## config.mk

```make
export PLATFORM = sky130hd
export DESIGN_NAME = cfgdma_top
export DESIGN_NICKNAME = d
export VERILOG_FILES = /design/src/rtl/cfgdma_pkg.sv /design/src/rtl/cfgdma_regs.sv /design/src/rtl/cfgdma_sel.sv /design/src/rtl/cfgdma_engine.sv /design/src/rtl/cfgdma_top.sv
export SDC_FILE = /design/constraint.sdc
export NUM_CORES = 1
export LEC_CHECK = 0
export BUFFER_PORTS_ARGS = -buffer_cell sky130_fd_sc_hd__buf_4
export CORE_MARGIN = 3
export CORE_UTILIZATION = 58
export CTS_CLUSTER_DIAMETER = 120
export CTS_CLUSTER_SIZE = 24
export DETAILED_ROUTE_END_ITERATION = 16
export GPL_TIMING_DRIVEN = 0
export PLACE_DENSITY = 0.83
export SYNTH_ARGS = -nofsm -noshare
export SYNTH_HDL_FRONTEND = slang
export SYNTH_SLANG_ARGS = --single-unit
```

## constraint.sdc

```tcl
create_clock -name clk -period 10.95 [get_ports clk]
set_input_delay 1.6425 -clock clk [delete_from_list [all_inputs] [get_ports clk]]
set_output_delay 1.6425 -clock clk [all_outputs]
set_load 0.01 [all_outputs]
```

## src/rtl/cfgdma_pkg.sv

```systemverilog
package cfgdma_pkg;

    localparam int ADDR_W = 64;
    localparam int LEN_W  = 32;
    localparam int KEY_W  = 16;
    localparam int DESC_BYTES = 16;
    localparam int STAT_BYTES = 4;

    // control word bit positions
    localparam int CB_ERR  = 0;
    localparam int CB_RD   = 1;
    localparam int CB_SKIP = 2;
    localparam int CB_SEL  = 3;
    localparam int CB_WR   = 4;

    typedef enum logic [1:0] {OP_NONE, OP_READ, OP_WRITE, OP_SKIP} op_e;

    typedef enum logic [2:0] {
        ST_IDLE, ST_FETCH, ST_DECODE, ST_CHECK, ST_MOVE, ST_WBACK
    } state_e;

    typedef struct packed {
        logic [LEN_W-1:0]  ctrl;
        logic [LEN_W-1:0]  len;
        logic [ADDR_W-1:0] haddr;
    } desc_t;

    function automatic op_e decode_op(input logic [LEN_W-1:0] c);
        if (c[CB_RD])        return OP_READ;
        else if (c[CB_WR])   return OP_WRITE;
        else if (c[CB_SKIP]) return OP_SKIP;
        return OP_NONE;
    endfunction

    function automatic logic [63:0] sig_slice(input logic [63:0] sig,
                                              input logic [2:0] off,
                                              input logic [3:0] size);
        logic [63:0] v;
        int sh;
        int o;
        int s;
        v = '0;
        o = int'(off);
        s = int'(size);
        if ((s == 1 || s == 2 || s == 4 || s == 8) && (o + s <= 8)) begin
            sh = (8 - o - s) * 8;
            v  = sig >> sh;
            if (s != 8) v = v & ((64'd1 << (s * 8)) - 64'd1);
        end
        return v;
    endfunction

endpackage

```

## src/rtl/cfgdma_regs.sv

```systemverilog
module cfgdma_regs
    import cfgdma_pkg::*;
#(
    parameter logic [63:0] SIG    = 64'h4346_4744_4D41_3031,
    parameter bit          DMA_EN = 1'b1
) (
    input  logic              clk,
    input  logic              rst,
    input  logic              reg_wr,
    input  logic              reg_rd,
    input  logic [2:0]        reg_off,
    input  logic [3:0]        reg_size,
    input  logic [63:0]       reg_wdata,
    input  logic              busy,
    output logic [63:0]       reg_rdata,
    output logic [31:0]       feature_bits,
    output logic              start,
    output logic [ADDR_W-1:0] start_addr
);
    logic [ADDR_W-1:0] addr_q;
    logic hi_wr, lo_wr, full_wr;

    assign hi_wr   = reg_wr && !busy && reg_size == 4'd4 && reg_off == 3'd0;
    assign lo_wr   = reg_wr && !busy && reg_size == 4'd4 && reg_off == 3'd4;
    assign full_wr = reg_wr && !busy && reg_size == 4'd8 && reg_off == 3'd0;

    assign start      = lo_wr || full_wr;
    assign start_addr = full_wr ? reg_wdata : (addr_q | {32'b0, reg_wdata[31:0]});

    always_ff @(posedge clk) begin
        if (rst)        addr_q <= '0;
        else if (start) addr_q <= '0;
        else if (hi_wr) addr_q <= {reg_wdata[31:0], 32'b0};
    end

    assign reg_rdata    = reg_rd ? sig_slice(SIG, reg_off, reg_size) : 64'd0;
    assign feature_bits = DMA_EN ? 32'h0000_0003 : 32'h0000_0001;

    assert_addr_cleared_R2: assert property (@(posedge clk) disable iff (rst)
        start |=> addr_q == '0);

endmodule

```

## src/rtl/cfgdma_sel.sv

```systemverilog
module cfgdma_sel
    import cfgdma_pkg::*;
#(
    parameter int N_ITEMS = 4
) (
    input  logic             clk,
    input  logic             rst,
    input  logic             busy,
    input  logic             port_sel,
    input  logic [KEY_W-1:0] port_key,
    input  logic             eng_sel,
    input  logic [KEY_W-1:0] eng_key,
    input  logic             eng_adv,
    input  logic [LEN_W-1:0] eng_adv_amt,
    output logic [KEY_W-1:0] cur_key,
    output logic [LEN_W-1:0] cur_off,
    output logic             key_ok
);
    always_ff @(posedge clk) begin
        if (rst) begin
            cur_key <= '0;
            cur_off <= '0;
        end else if (eng_sel) begin
            cur_key <= eng_key;
            cur_off <= '0;
        end else if (port_sel && !busy) begin
            cur_key <= port_key;
            cur_off <= '0;
        end else if (eng_adv) begin
            cur_off <= cur_off + eng_adv_amt;
        end
    end

    assign key_ok = 32'(cur_key) < N_ITEMS;

    assert_sel_clears_off_R5: assert property (@(posedge clk) disable iff (rst)
        eng_sel |=> cur_off == '0);

    assert_port_ignored_busy_R12: assert property (@(posedge clk) disable iff (rst)
        busy && port_sel && !eng_sel |=> $stable(cur_key));

endmodule

```

## src/rtl/cfgdma_engine.sv

```systemverilog
module cfgdma_engine
    import cfgdma_pkg::*;
(
    input  logic              clk,
    input  logic              rst,
    input  logic              start,
    input  logic [ADDR_W-1:0] start_addr,
    output logic              busy,
    output logic              mem_req,
    output logic              mem_we,
    output logic [ADDR_W-1:0] mem_addr,
    output logic [7:0]        mem_wdata,
    input  logic              mem_ack,
    input  logic [7:0]        mem_rdata,
    input  logic              mem_err,
    output logic              eng_sel,
    output logic [KEY_W-1:0]  eng_key,
    output logic              eng_adv,
    output logic [LEN_W-1:0]  eng_adv_amt,
    input  logic [LEN_W-1:0]  cur_off,
    input  logic              key_ok,
    input  logic [LEN_W-1:0]  item_len,
    input  logic              item_writable,
    input  logic [7:0]        item_rdata,
    output logic              item_we,
    output logic [7:0]        item_wdata
);
    state_e            state;
    op_e               op;
    desc_t             dbuf;
    logic [ADDR_W-1:0] desc_addr;
    logic [ADDR_W-1:0] haddr;
    logic [LEN_W-1:0]  rem;
    logic [3:0]        cnt;
    logic              status;

    logic              in_range;
    logic [LEN_W-1:0]  avail;
    logic              moving;

    assign in_range = key_ok && (cur_off < item_len);
    assign avail    = in_range ? (item_len - cur_off) : '0;
    assign busy     = state != ST_IDLE;
    assign moving   = state == ST_MOVE;

    always_comb begin
        mem_req   = 1'b0;
        mem_we    = 1'b0;
        mem_addr  = '0;
        mem_wdata = '0;
        case (state)
            ST_FETCH: begin
                mem_req  = 1'b1;
                mem_addr = desc_addr + ADDR_W'(cnt);
            end
            ST_MOVE: begin
                mem_req   = 1'b1;
                mem_we    = op == OP_READ;
                mem_addr  = haddr;
                mem_wdata = (op == OP_READ && in_range) ? item_rdata : 8'd0;
            end
            ST_WBACK: begin
                mem_req   = 1'b1;
                mem_we    = 1'b1;
                mem_addr  = desc_addr + ADDR_W'(cnt);
                mem_wdata = (cnt == 4'd3) ? {7'd0, status} : 8'd0;
            end
            default: ;
        endcase
    end

    assign eng_sel = state == ST_DECODE && dbuf.ctrl[CB_SEL];
    assign eng_key = dbuf.ctrl[31:16];

    always_comb begin
        eng_adv     = 1'b0;
        eng_adv_amt = LEN_W'(1);
        if (moving && mem_ack && !mem_err && in_range && op != OP_SKIP) begin
            eng_adv = 1'b1;
        end else if (state == ST_CHECK && op == OP_SKIP && rem != '0) begin
            eng_adv     = 1'b1;
            eng_adv_amt = (rem < avail) ? rem : avail;
        end
    end

    assign item_we    = moving && op == OP_WRITE && mem_ack && !mem_err;
    assign item_wdata = mem_rdata;

    always_ff @(posedge clk) begin
        if (rst) begin
            state     <= ST_IDLE;
            op        <= OP_NONE;
            dbuf      <= '0;
            desc_addr <= '0;
            haddr     <= '0;
            rem       <= '0;
            cnt       <= '0;
            status    <= 1'b0;
        end else begin
            case (state)
                ST_IDLE: if (start) begin
                    desc_addr <= start_addr;
                    cnt       <= '0;
                    status    <= 1'b0;
                    state     <= ST_FETCH;
                end
                ST_FETCH: if (mem_ack) begin
                    if (mem_err) begin
                        status <= 1'b1;
                        cnt    <= '0;
                        state  <= ST_WBACK;
                    end else begin
                        dbuf <= desc_t'({dbuf[8*DESC_BYTES-9:0], mem_rdata});
                        cnt  <= cnt + 4'd1;
                        if (cnt == 4'(DESC_BYTES - 1)) state <= ST_DECODE;
                    end
                end
                ST_DECODE: begin
                    op     <= decode_op(dbuf.ctrl);
                    rem    <= (decode_op(dbuf.ctrl) == OP_NONE) ? '0 : dbuf.len;
                    haddr  <= dbuf.haddr;
                    status <= 1'b0;
                    state  <= ST_CHECK;
                end
                ST_CHECK: begin
                    cnt <= '0;
                    if (rem == '0 || op == OP_SKIP || op == OP_NONE) begin
                        state <= ST_WBACK;
                    end else if (op == OP_WRITE &&
                                 (!(item_writable && key_ok) || rem > avail)) begin
                        status <= 1'b1;
                        state  <= ST_WBACK;
                    end else begin
                        state <= ST_MOVE;
                    end
                end
                ST_MOVE: if (mem_ack) begin
                    if (mem_err) begin
                        status <= 1'b1;
                        state  <= ST_WBACK;
                    end else begin
                        haddr <= haddr + ADDR_W'(1);
                        rem   <= rem - LEN_W'(1);
                        if (rem == LEN_W'(1)) state <= ST_WBACK;
                    end
                end
                ST_WBACK: if (mem_ack) begin
                    cnt <= cnt + 4'd1;
                    if (cnt == 4'(STAT_BYTES - 1)) state <= ST_IDLE;
                end
                default: state <= ST_IDLE;
            endcase
        end
    end

    assert_req_held_R10: assert property (@(posedge clk) disable iff (rst)
        mem_req && !mem_ack |=> mem_req && $stable(mem_addr));

    assert_zero_fill_R7: assert property (@(posedge clk) disable iff (rst)
        moving && op == OP_READ && !in_range |-> mem_wdata == 8'd0);

    assert_wback_writes_R11: assert property (@(posedge clk) disable iff (rst)
        state == ST_WBACK |-> mem_req && mem_we);

    assert_item_write_bounded_R9: assert property (@(posedge clk) disable iff (rst)
        item_we |-> in_range && item_writable);

    assert_start_ignored_busy_R12: assert property (@(posedge clk) disable iff (rst)
        busy && start |=> $stable(desc_addr));

endmodule

```

## src/rtl/cfgdma_top.sv

```systemverilog
module cfgdma_top
    import cfgdma_pkg::*;
#(
    parameter int          N_ITEMS = 4,
    parameter logic [63:0] SIG     = 64'h4346_4744_4D41_3031,
    parameter bit          DMA_EN  = 1'b1
) (
    input  logic        clk,
    input  logic        rst,
    input  logic        reg_wr,
    input  logic        reg_rd,
    input  logic [2:0]  reg_off,
    input  logic [3:0]  reg_size,
    input  logic [63:0] reg_wdata,
    output logic [63:0] reg_rdata,
    output logic [31:0] feature_bits,
    input  logic        sel_wr,
    input  logic [15:0] sel_key,
    output logic        busy,
    output logic        mem_req,
    output logic        mem_we,
    output logic [63:0] mem_addr,
    output logic [7:0]  mem_wdata,
    input  logic        mem_ack,
    input  logic [7:0]  mem_rdata,
    input  logic        mem_err,
    output logic [15:0] item_key,
    output logic [31:0] item_off,
    input  logic [31:0] item_len,
    input  logic        item_writable,
    input  logic [7:0]  item_rdata,
    output logic        item_we,
    output logic [7:0]  item_wdata
);
    logic              start;
    logic [ADDR_W-1:0] start_addr;
    logic              eng_sel;
    logic [KEY_W-1:0]  eng_key;
    logic              eng_adv;
    logic [LEN_W-1:0]  eng_adv_amt;
    logic              key_ok;

    cfgdma_regs #(.SIG(SIG), .DMA_EN(DMA_EN)) u_regs (
        .clk(clk), .rst(rst), .reg_wr(reg_wr), .reg_rd(reg_rd),
        .reg_off(reg_off), .reg_size(reg_size), .reg_wdata(reg_wdata),
        .busy(busy), .reg_rdata(reg_rdata), .feature_bits(feature_bits),
        .start(start), .start_addr(start_addr)
    );

    cfgdma_sel #(.N_ITEMS(N_ITEMS)) u_sel (
        .clk(clk), .rst(rst), .busy(busy),
        .port_sel(sel_wr), .port_key(sel_key),
        .eng_sel(eng_sel), .eng_key(eng_key),
        .eng_adv(eng_adv), .eng_adv_amt(eng_adv_amt),
        .cur_key(item_key), .cur_off(item_off), .key_ok(key_ok)
    );

    cfgdma_engine u_eng (
        .clk(clk), .rst(rst), .start(start), .start_addr(start_addr),
        .busy(busy), .mem_req(mem_req), .mem_we(mem_we), .mem_addr(mem_addr),
        .mem_wdata(mem_wdata), .mem_ack(mem_ack), .mem_rdata(mem_rdata),
        .mem_err(mem_err), .eng_sel(eng_sel), .eng_key(eng_key),
        .eng_adv(eng_adv), .eng_adv_amt(eng_adv_amt), .cur_off(item_off),
        .key_ok(key_ok), .item_len(item_len), .item_writable(item_writable),
        .item_rdata(item_rdata), .item_we(item_we), .item_wdata(item_wdata)
    );

    assert_busy_rises_R14: assert property (@(posedge clk) disable iff (rst)
        !busy && start |=> busy);

endmodule

```

### Word-level counts from Yosys, hierarchy flattened

Index checks and enable logic that the tools add are counted.

| storage, ports and cells | value |
|---|---|
| flip-flop bits (word level) | 378 |
| bits of input ports | 143 |
| output and inout bits | 228 |

| cells by class | value |
|---|---|
| add/sub/neg operators | 10 |
| magnitude comparators | 5 |
| equality and inequality tests | 32 |
| shift-type cells | 2 |
| mux-type cells | 59 |
| bitwise operators | 3 |
| reductions and logical operators | 54 |

Operators by type and width:

| operator | count |
|---|---|
| 64-bit 2-to-1 mux | 6 |
| 64-bit one-hot mux with 2 select lines | 2 |
| 32-bit 2-to-1 mux | 7 |
| 64-bit by 1-bit adder with 64-bit output, second input constant | 1 |
| 64-bit by 4-bit adder with 64-bit output | 1 |
| 64-bit bitwise AND | 1 |
| 32-bit < comparator | 2 |
| 64-bit by 32-bit OR with 64-bit output | 1 |
| 32-bit one-hot mux with 2 select lines | 1 |
| 1-bit by 7-bit << shifter with 64-bit output, first input constant | 1 |
| 63-bit by 32-bit >> shifter with 64-bit output, first input constant | 1 |
| 64-bit by 1-bit subtractor with 64-bit output, second input constant | 1 |
| 32-bit adder | 1 |
| 32-bit by 1-bit == test with 1-bit output, second input constant | 1 |
| 32-bit greater-than comparator | 1 |
| 32-bit by 5-bit less-or-equal comparator with 1-bit output, second input constant | 1 |
| 32-bit zero test | 1 |
| 16-bit 2-to-1 mux | 2 |
| 32-bit nonzero test | 1 |
| 32-bit by 1-bit subtractor with 32-bit output, second input constant | 1 |
| 32-bit subtractor | 1 |
| 3-bit 2-to-1 mux | 10 |
| 29-bit by 5-bit subtractor with 29-bit output | 1 |
| 1-bit logical AND | 22 |
| other kinds (41) | 97 |

### Depth between registers and ports, before layout

| depth | value |
|---|---|
| depth after elaboration | 11 |
| gate-level depth with buffers | 38 |
| depth with buffers taken out | 35 |

### By module

From an unflattened synthesis, not the netlist that was laid out.

| second synthesis, totals | value |
|---|---|
| cell total of the unflattened synthesis | 3,488 |
| area, all modules | 25,104.1 sq um |

By module, submodules not included:

| module | times used | cells each | area an instance (sq um) |
|---|---|---|---|
| cfgdma_engine | 1 | 2,638 | 18,355.1 |
| cfgdma_sel | 1 | 423 | 3,538.4 |
| cfgdma_regs | 1 | 427 | 3,210.6 |

### Least setup slack after synthesis

No wires, ideal clock.

| timing | value |
|---|---|
| path type | input -> register |
| start point | input item_len[22] |
| end point | register u_sel.cur_off[31] |
| arrival | 8.587 ns |
| required time | 10.880 ns |
| path slack | 2.292 ns |
| cell stages on the path | 34 |
| path buffers | 6 |
| cell sequence | ha_1 > clkbuf_1 > nand3_1 > or4_1 > o211ai_1 > a21oi_1 > a21oi_1 > o21a_1 > buf_2 > buf_1 > buf_1 > nand2_1 > ha_1 > nand4_1 > or3_1 > nor3_1 > nand3_1 > o21ai_1 > a21oi_1 > clkbuf_1 > clkbuf_1 > a21oi_1 > nor2_1 > ha_1 > a2111oi_0 > inv_1 > a31o_1 > nand2_1 > o21ai_1 > a311o_1 > a221o_1 > o311a_1 > or3_1 > a21oi_1 |

| on the way | value |
|---|---|
| cells in the longest elaborated chain, start to end | 8 |
| elaborated cells on any way between the ends | 12 |
| those cells by class | add/sub (2); order compare (2); mux (5); reduce/logical (3) |

Ends and longest elaborated chain:

| what | RTL line | text |
|---|---|---|
| from (decl) | cfgdma_top.sv:29 | `input logic [31:0] item_len,` |
| 32-bit < comparator | cfgdma_engine.sv:41 | `assign in_range = key_ok && (cur_off < item_len);` |
| 1-bit logical AND | cfgdma_engine.sv:41 |  |
| 32-bit 2-to-1 mux | cfgdma_engine.sv:42 | `assign avail = in_range ? (item_len - cur_off) : '0;` |
| 32-bit < comparator | cfgdma_engine.sv:82 | `eng_adv_amt = (rem < avail) ? rem : avail;` |
| 32-bit 2-to-1 mux | cfgdma_engine.sv:82 |  |
| 32-bit 2-to-1 mux | cfgdma_engine.sv:80 | `end else if (state == ST_CHECK && op == OP_SKIP && rem != '0) begin` |
| 32-bit 2-to-1 mux | cfgdma_engine.sv:78 | `if (moving && mem_ack && !mem_err && in_range && op != OP_SKIP) begin` |
| 32-bit adder | cfgdma_sel.sv:30 | `cur_off <= cur_off + eng_adv_amt;` |
| to (signal assigned) | cfgdma_sel.sv:30 |  |
| to (decl) | cfgdma_sel.sv:16 | `output logic [LEN_W-1:0] cur_off,` |

Several ways; a longest one is shown, not always the timed one.
A chain may end at the register's enable or synchronous reset.

### Worst setup path after layout

| timing | value |
|---|---|
| start point | input item_len[21] |
| end point | register u_sel.cur_off[31] |

The elaborated chain is that of the path after synthesis.

==> results.cfg <==
[status]
status = complete, but fails checks
violations = capacitance limit

[synth]
syn-cell-area_sq_um = 24300
ys.flop_type = dfxtp_1
yosysSeqAreaShare_pct = 31.1
yosysWarnings = 0
synthTopCellsByCount = nand2_1 (745), a21oi_1 (424), dfxtp_1 (378)
ys_types = 88
yosysMostFrequentCell = nand2_1
synth_seq_cells = 378
synth_top_area_share_pct = 31.1
ys_async_sr_fraction_pct = 0
synth_area_leaders = dfxtp_1 (31%), nand2_1 (12%), a21oi_1 (8.7%)
avgSynthCellArea_sq_um = 7.08
synthCells = 3433
yosys.area.top_type = dfxtp_1
synth_edf_count = 0

[setup_path]
critical_path.max_stage_delay_ns = 0.59
arrival_ns = 10.51
critical_path_required_ns = 11.42
r2r_slack_ns = 1.58
critPathLaunchType = input pin
critical-path-slowest-cell = nor4_1
worstPathMaxFanout = 10
crit_path_end_kind = flip-flop
cpMostUsedCell = a21oi_1
worst-setup-path-type = input pin to flip-flop

[clock_tree]
cts_setup_buffers = 0
htree_levels = 1
clock_tree.buffer_depth = 3
cts_resized = 0
clock-root-buffer = clkbuf_16
hold_buffers = 0
clk_latency_ns = 0.56
clock_sinks = 378
cts_tree = built
clk_pin_slew_worst_paths_ns = 0.10
cts_buffers = 19

[sta]
clock_skew_ns = 0.0282
rsz0062_at_grt = false
final_hold_viol_count = 0
timing.setup.tns_ns = 0
slew-limit-headroom_pct = 1.37
slew_viol_final = 0
tightest_slew_ns = 1.47
fmax_mhz = 99.6
setup_violations = 0
period_minus_slack_ns = 10.04
min_period_over_period_pct = 91.7

[cells_and_area]
nets = 4085
n_fill_cell = 3712
antennaDiodeCount = 0
area_growth_pct = 15.3
drive_above_1_share_pct = 11.8
final_cell_area_sq_um = 28000

[floorplan]
core_sq_um = 41100
die-area_sq_um = 44400
fp.dieH_um = 211
start_util_pct = 59.1
std_cell_rows = 74
ios = 371
dieWidth_um = 211

[pwr]
leakage_nw = 10.6
peakVddDrop_uv = 133
power.density_nw_per_um2 = 96.9

[grt]
grt_pass1_vias = 23975
grt_pass1_wl_mm = 129
grt.total_usage_pct = 36.0
overflow = 0
grt_max_degree = 25
antenna_found_initial = 0

[drt]
vias = 26018
vias_per_cell = 5.98
postRouteAntennaNets = 0
wire_per_inst_um = 19.3
drtPass1Iterations = 6
wirelength_mm = 84.1
drt_iter0_markers = 2677
drc = 0

[placed_design]
placedInstanceArea_sq_um = 27500
io_buffers = 313
place.gp.congestion = 0.993
dp_hpwl_mm = 65.7

[flow_run]
maxCapViolCount = 1

[worst_hold_path]
hp-class = flip-flop to flip-flop
[power breakdown]
| group | switching, mW | internal [mW] | total (mW) |
|---|---|---|---|
| registers | 0.0135 | 1.39 | 1.40 |
| logic | 0.358 | 0.172 | 0.530 |
| clock network | 0.467 | 0.317 | 0.783 |
[sequential cells by signal, summed over array words and instances (netlist names)]
signal           count
u_eng.op             2
u_eng.dbuf         112
u_sel.cur_off       32
u_eng.rem           32
u_eng.cnt            4
u_eng.status         1
u_regs.addr_q       32
u_sel.cur_key       16
u_eng.haddr         64
u_eng.desc_addr     64
u_eng.eng_key       16
u_eng.state          3
[placed cells by master, fill, tap and decap left out, drive strengths merged, types with 12 or more instances in the layout]
master and n:
a21oi 425, nand3 84, xnor2 60, a22oi 28
and2 26, or3 14, o21ai 225, nor4 26
nand2 746, a31oi 28, xor2 65, nand4 39
and3 36, a221oi 12, o211ai 26, ha 114
nor2 319, a211oi 65, mux2i 53, nor3 67
dfxtp 378, clkbuf 206, nand2b 12, buf 414
or2 13, inv 87, a21o 38, conb 57
nor2b 21, o21a 13
[critical path, delay by kind of cell]
family / cells / cell delay (ns)
adder cells (fa/ha/maj): 3 / 0.97
AO/OA/AOI/OAI: 12 / 2.93
AND/OR/NAND/NOR: 11 / 2.69
buffers and inverters: 8 / 2.23
[layout make-up]
cell class	instances	area (sq um)	share of cell area (%)
multi-input combinational	2736	15200	54.4
sequential	378	7570	27.0
timing repair buffer	313	2350	8.38
buffer	288	1380	4.93
tap	532	666	2.37
clock buffer	19	475	1.70
inverter	86	323	1.15
clock inverter	2	17.5	0.0625
[per-stage QoR]
| stage | setup slack (ns) | hold slack, ns | cells | total power [mW] | util, % |
|---|---|---|---|---|---|
| floorplan | 2.29 | 0.432 | 3488 | 1.75 | - |
| global placement | 0.515 | 0.441 | 4333 | 1.95 | 67.0 |
| detailed placement | 0.477 | 0.444 | 4333 | 1.95 | 67.0 |
| CTS | 1.02 | 0.458 | 4354 | 2.70 | 68.2 |
| global route | 0.166 | 0.461 | 4354 | 2.81 | 68.2 |
| finish | 0.908 | 0.457 | 4354 | 2.72 | 68.2 |
[path summary, 6_finish.rpt]
path,start,endpoint,cells past startpoint
setup / recovery,item_len[21],u_sel.cur_off[31]$_SDFFE_PP0P_,34
hold / removal,u_eng.dbuf[106]$_SDFFE_PP0P_,u_eng.eng_key[2]$_SDFFE_PP0P_,2
setup reg to reg,u_sel.cur_off[18]$_SDFFE_PP0P_,u_sel.cur_off[31]$_SDFFE_PP0P_,34
hold reg to reg,u_eng.dbuf[106]$_SDFFE_PP0P_,u_eng.eng_key[2]$_SDFFE_PP0P_,2
[logic make-up after synthesis]
family / share of synthesized area [%]
other: 0.0309
adder cells (fa/ha/maj): 6.36
AND/OR/NAND/NOR: 26.0
multiplexers: 2.41
buffers and inverters: 7.01
flip-flops: 31.1
XOR/XNOR: 4.50
AO/OA/AOI/OAI: 22.6
[layer usage]
| layer | part of all wire (%) | routed length, um | track usage [%] |
|---|---|---|---|
| met2 | 45 | 37700 | 59.1 |
| met4 | 7.3 | 6100 | 21.6 |
| met1 | 39 | 33100 | 45.5 |
| met3 | 8.5 | 7180 | 4.59 |
| met5 | 0 | 0 | 0 |
Note: power is estimated with default switching activity, not from simulation.
